--- src/rtl/scan_gate_pkg.sv ---
package scan_gate_pkg;

  // First flop index owned by chain k when flops are split evenly by floor.
  function automatic int chain_base(input int k, input int flops, input int chains);
    return (k * flops) / chains;
  endfunction

  // Number of cells in chain k.
  function automatic int chain_len(input int k, input int flops, input int chains);
    return chain_base(k + 1, flops, chains) - chain_base(k, flops, chains);
  endfunction

  // Width of the tester select code.
  function automatic int sel_width(input int chains);
    return (chains > 1) ? $clog2(chains) : 1;
  endfunction

endpackage

--- src/rtl/scan_sel_decode.sv ---
module scan_sel_decode #(
  parameter int CHAINS = 3,
  parameter int SEL_W  = 2
) (
  input  logic [SEL_W-1:0]  sel_code,
  output logic [CHAINS-1:0] chain_en
);

  // Code c enables chain CHAINS-1-c; codes at or above CHAINS enable nothing.
  for (genvar k = 0; k < CHAINS; k++) begin : g_dec
    assign chain_en[k] = (sel_code == SEL_W'(CHAINS - 1 - k));
  end

endmodule

--- src/rtl/scan_cell_chain.sv ---
module scan_cell_chain #(
  parameter int LEN = 4
) (
  input  logic           clk,
  input  logic           rst_n,
  input  logic           chain_en,
  input  logic           shift_mode,
  input  logic           serial_in,
  input  logic [LEN-1:0] capture_d,
  output logic [LEN-1:0] cells,
  output logic           tail
);

  logic [LEN-1:0] upstream;
  logic [LEN-1:0] next_val;

  // Head cell takes the serial input, every other cell its lower neighbour.
  if (LEN == 1) begin : g_single
    assign upstream = serial_in;
  end else begin : g_multi
    assign upstream = {cells[LEN-2:0], serial_in};
  end

  assign next_val = shift_mode ? upstream : capture_d;

  // Clock enable stands in for a gated chain clock: a disabled chain never moves.
  always_ff @(posedge clk or negedge rst_n) begin
    if (!rst_n) begin
      cells <= '0;
    end else if (chain_en) begin
      cells <= next_val;
    end
  end

  assign tail = cells[LEN-1];

endmodule

--- src/rtl/scan_out_mux.sv ---
module scan_out_mux #(
  parameter int CHAINS = 3
) (
  input  logic [CHAINS-1:0] tails,
  input  logic [CHAINS-1:0] chain_en,
  output logic              serial_out
);

  // Select is one-hot or empty, so an AND-OR tree serves as the multiplexer.
  assign serial_out = |(tails & chain_en);

endmodule

--- src/rtl/scan_chain_gate.sv ---
module scan_chain_gate
  import scan_gate_pkg::*;
#(
  parameter  int FLOPS  = 11,
  parameter  int CHAINS = 3,
  localparam int SEL_W  = sel_width(CHAINS)
) (
  input  logic             clk,
  input  logic             rst_n,
  input  logic             scan_en,
  input  logic             scan_in,
  input  logic [SEL_W-1:0] chain_sel,
  input  logic [FLOPS-1:0] func_d,
  output logic             scan_out,
  output logic [FLOPS-1:0] flop_q
);

  logic [CHAINS-1:0] chain_en;
  logic [CHAINS-1:0] tails;

  scan_sel_decode #(
    .CHAINS (CHAINS),
    .SEL_W  (SEL_W)
  ) u_decode (
    .sel_code (chain_sel),
    .chain_en (chain_en)
  );

  for (genvar k = 0; k < CHAINS; k++) begin : g_chain
    localparam int BASE = chain_base(k, FLOPS, CHAINS);
    localparam int LEN  = chain_len(k, FLOPS, CHAINS);

    scan_cell_chain #(
      .LEN (LEN)
    ) u_chain (
      .clk        (clk),
      .rst_n      (rst_n),
      .chain_en   (chain_en[k]),
      .shift_mode (scan_en),
      .serial_in  (scan_in),
      .capture_d  (func_d[BASE +: LEN]),
      .cells      (flop_q[BASE +: LEN]),
      .tail       (tails[k])
    );
  end

  scan_out_mux #(
    .CHAINS (CHAINS)
  ) u_mux (
    .tails      (tails),
    .chain_en   (chain_en),
    .serial_out (scan_out)
  );

endmodule

--- config.mk ---
export PLATFORM = sky130hd
export DESIGN_NAME = scan_chain_gate
export DESIGN_NICKNAME = d
export VERILOG_FILES = /design/src/rtl/scan_gate_pkg.sv /design/src/rtl/scan_sel_decode.sv /design/src/rtl/scan_cell_chain.sv /design/src/rtl/scan_out_mux.sv /design/src/rtl/scan_chain_gate.sv
export SDC_FILE = /design/constraint.sdc
export NUM_CORES = 1
export LEC_CHECK = 0
export ABC_AREA = 1
export ABC_CLOCK_PERIOD_IN_PS = 1600
export BUFFER_PORTS_ARGS = -buffer_cell sky130_fd_sc_hd__buf_2
export CORE_AREA = 2 2 47 49
export DETAILED_ROUTE_END_ITERATION = 8
export DIE_AREA = 0 0 49 51
export HOLD_SLACK_MARGIN = 0.06
export PLACE_DENSITY = 0.65
export SYNTH_ARGS = -nofsm -noshare
export SYNTH_HDL_FRONTEND = slang
export SYNTH_SLANG_ARGS = --single-unit
--- constraint.sdc ---
create_clock -name clk -period 1.6 [get_ports clk]
set_clock_uncertainty 0.1 [all_clocks]
set_input_delay 0.08 -clock clk [delete_from_list [all_inputs] [get_ports clk]]
set_output_delay 0.08 -clock clk [all_outputs]
set_load 0.005 [all_outputs]
==> impl_metrics.csv <==
group,metric,value,unit
status,status,"completed",
critical_path,cp-end-kind,"flip-flop",
power,switching_share,30.4,%
yosys,ys_seq_elements,11,
die,ios,29,
yosys,synth.avg_cell_area,6.89,um2
clock_tree,cts_max_level,1,
route,drtIter0Drc,8,
power,p_int,526,uW
power,p_sw,229,uW
critical_path,path_common_cell,"dlygate4sd3_1",
route,num_vias,713,
global_routing,first_global_vias,699,
layout,largest-register,"g_chain.u_chain.cells",
sta,hold_viol_final,0,
yosys,synth.top_cell.area_share,41.6,%
critical_path,path_cells,"dlygate4sd3_1 > buf_2 > nor2_4 > nand3_1 > dlygate4sd3_1 > nand2_1",
power,ir_drop,0.484,mV
global_routing,grt_pass1_wl,2830,um
hold_path,hp-class,"input pin to flip-flop",
placement,dpl.hpwl,1170,um
sta,slew_viol_final,0,
layout,final_cells,168,
yosys,netlist_area,662,um2
yosys,synth_fp_nets,113,
sta,worstMarginPinSlew,268,ps
placement,dpl-instance-area,788,um2
power,power_frac_comb,28.0,%
die,die_area,2500,um2
critical_path,max_stage_delay,560,ps
layout,finalCoreUtilization,47.7,%
yosys,synth_common_cells,"nand2_1 (53), dfrtp_1 (11), inv_1 (9)",
route,firstDrtPassIters,4,
yosys,synth_top_family_by_area,"simple AND/OR/NAND/NOR gates",
layout,design_area,985,um2
sta,period_share,94.5,%
yosys,ys_seq_area_share,41.6,%
sta,fin_crit,1510,ps
yosys,synthSimpleGateAreaFrac,43.9,%
placement,dp.cells,147,
yosys,synth.distinct_cells,11,
route,ant_nets,0,
yosys,ys_dominant_reg_cell,"dfrtp_1",
layout,top_regs,"g_chain.u_chain.cells: 11 flops",
die,die_h,51,um
critical_path,path_max_fanout,6,
clock_tree,root_buffer,"clkbuf_4",
route,drt-total-wl,1590,um
yosys,synthCells,96,
yosys,async_flop_share,100,%
sta,setup_viol,0,
critical_path,criticalPathCategory,"input pin to flip-flop",
layout,drive_above_1_share,30.7,%
yosys,synth_adder_area_share,0,%
route,viasPerCell,4.24,
layout,syn_to_final_growth,48.8,%
placement,routabilityCongestion,0.795,
clock_tree,clk_latency,260,ps
clock_tree,cts_resized,0,
die,start_util,32.1,%
yosys,synth_edf_count,0,
power,power.total,755,uW
yosys,yosys.area.top_type,"dfrtp_1",
die,rows,17,
sta,slew_headroom,82.2,%
yosys,yosys-mux-area-fraction,0,%
critical_path,cp_top_family,"buffers and inverters",
layout,largest_reg_flops,11,
critical_path,critPathArrivalTime,1620,ps
clock_tree,postCtsHoldBufs,17,
global_routing,grtUsageTotal,14.6,%
die,coreArea,2060,um2
power,p_per_area,767,nW/um2
route,drcViolationCount,0,
layout,nFillCells,215,
placement,io_buffer_count,28,
critical_path,start_kind,"input pin",
clock_tree,tritoncts,"built",
clock_tree,cts_setup_buffers,0,
layout,multi_input_area,290,um2
layout,nNetsFinal,158,
critical_path,crit_required,1710,ps
die,die_w,49,um
layout,seq_area,275,um2
clock_tree,clkSinkCount,11,
clock_tree,cts_made_buffers,3,
critical_path,cp_num_buf_inv,3,
global_routing,grt_overflow_total,0,
yosys,yosysWarnings,0,
flow_run,drv_cap,0,
clock_tree,cts_buffer_depth,2,
power,clock_power_share,25.4,%
yosys,synth-xor-area-share,0,%
yosys,synth_most_common_cell,"nand2_1",
yosys,synth_area_leaders,"dfrtp_1 (42%), nand2_1 (30%), nand2_2 (7.6%)",
clock_tree,clk_pin_slew,70,ps
layout,diodes,0,
critical_path,crit_path_top_delay_cell,"dlygate4sd3_1",
power,leakagePower,0.000587,uW
sta,fmax,0.662,GHz
route,drt-wirelength-per-cell,9.47,um
yosys,synth_compound_area_share,0,%
sta,rsz0062_at_grt,"false",
sta,setup_total_negative_slack,0,ps
global_routing,antenna_found_initial,0,
power,seqPwrFrac,46.6,%
global_routing,grt_max_degree,12,
-- power by group through the flow --
| stage | clock (uW) | combinational (uW) | sequential (uW) |
|---|---|---|---|
| floorplan | 0 | 111 | 355 |
| global placement | 0 | 178 | 356 |
| global route | 215 | 242 | 358 |
| detailed placement | 0 | 180 | 357 |
| CTS | 198 | 213 | 353 |
| finish | 192 | 212 | 352 |
-- stage by stage --
| step | setup slack (ps) | hold WS [ps] |
|---|---|---|
| 2_1_floorplan | 807 | -316 |
| 3_3_place_gp | 749 | -132 |
| 3_5_place_dp | 749 | -127 |
| 4_1_cts | 111 | 70.7 |
| 5_1_grt | 11.8 | 85.4 |
| 6_report | 88.4 | 79.2 |
-- routing by layer --
metal	up-vias	track usage [%]	part of all wire [%]
met5	-	0	0
met4	0	7.14	0.88
met3	2	2.34	6.1
met2	24	26.0	46
met1	320	17.2	46
li1	367	-	-
-- cell type report --
type | instances | area share, %
clock buffers | 4 | 2.67
repair buffers | 45 | 31.5
well taps | 28 | 3.56
flip-flops and latches | 11 | 28.0
multi-input cells | 68 | 29.5
inverters | 12 | 4.83
-- worst reg2reg max path, stage by stage (launching register included) --
cell	delay, ps
dfrtp_1	400
inv_1	60
nand2_1	40
nand3_1	80
dlygate4sd3_1	550
nand2_1	50
-- cell usage in the layout (no fill, tap or decap) --
master and count:
nand2_1 53, buf_2 28, dlygate4sd3_1 17, dfrtp_1 11, inv_1 9, nand2_2 8
nand3_1 6, clkbuf_4 3, inv_2 2, nor2_4 1, inv_4 1, clkbuf_1 1
-- worst paths after layout --
kind,slack (ps),from,cells after the start,end
max,90,chain_sel[1],6,g_chain[2].u_chain.cells[3]$_DFFE_PN0N_
min,80,chain_sel[0],4,g_chain[2].u_chain.cells[0]$_DFFE_PN0N_
max reg2reg,220,g_chain[2].u_chain.cells[2]$_DFFE_PN0N_,5,g_chain[2].u_chain.cells[3]$_DFFE_PN0N_
min reg2reg,410,g_chain[1].u_chain.cells[1]$_DFFE_PN0N_,2,g_chain[1].u_chain.cells[1]$_DFFE_PN0N_
max in group asynchronous,1080,rst_n,2,g_chain[1].u_chain.cells[1]$_DFFE_PN0N_
min in group asynchronous,110,rst_n,2,g_chain[0].u_chain.cells[2]$_DFFE_PN0N_
-- logic make-up (layout without fill, tap and decap cells) --
| family | after synthesis | in the layout |
|---|---|---|
| buf+inv | 17 | 61 |
| simple gates | 68 | 68 |
| flops | 11 | 11 |
Power figures use the tool's default switching activity.
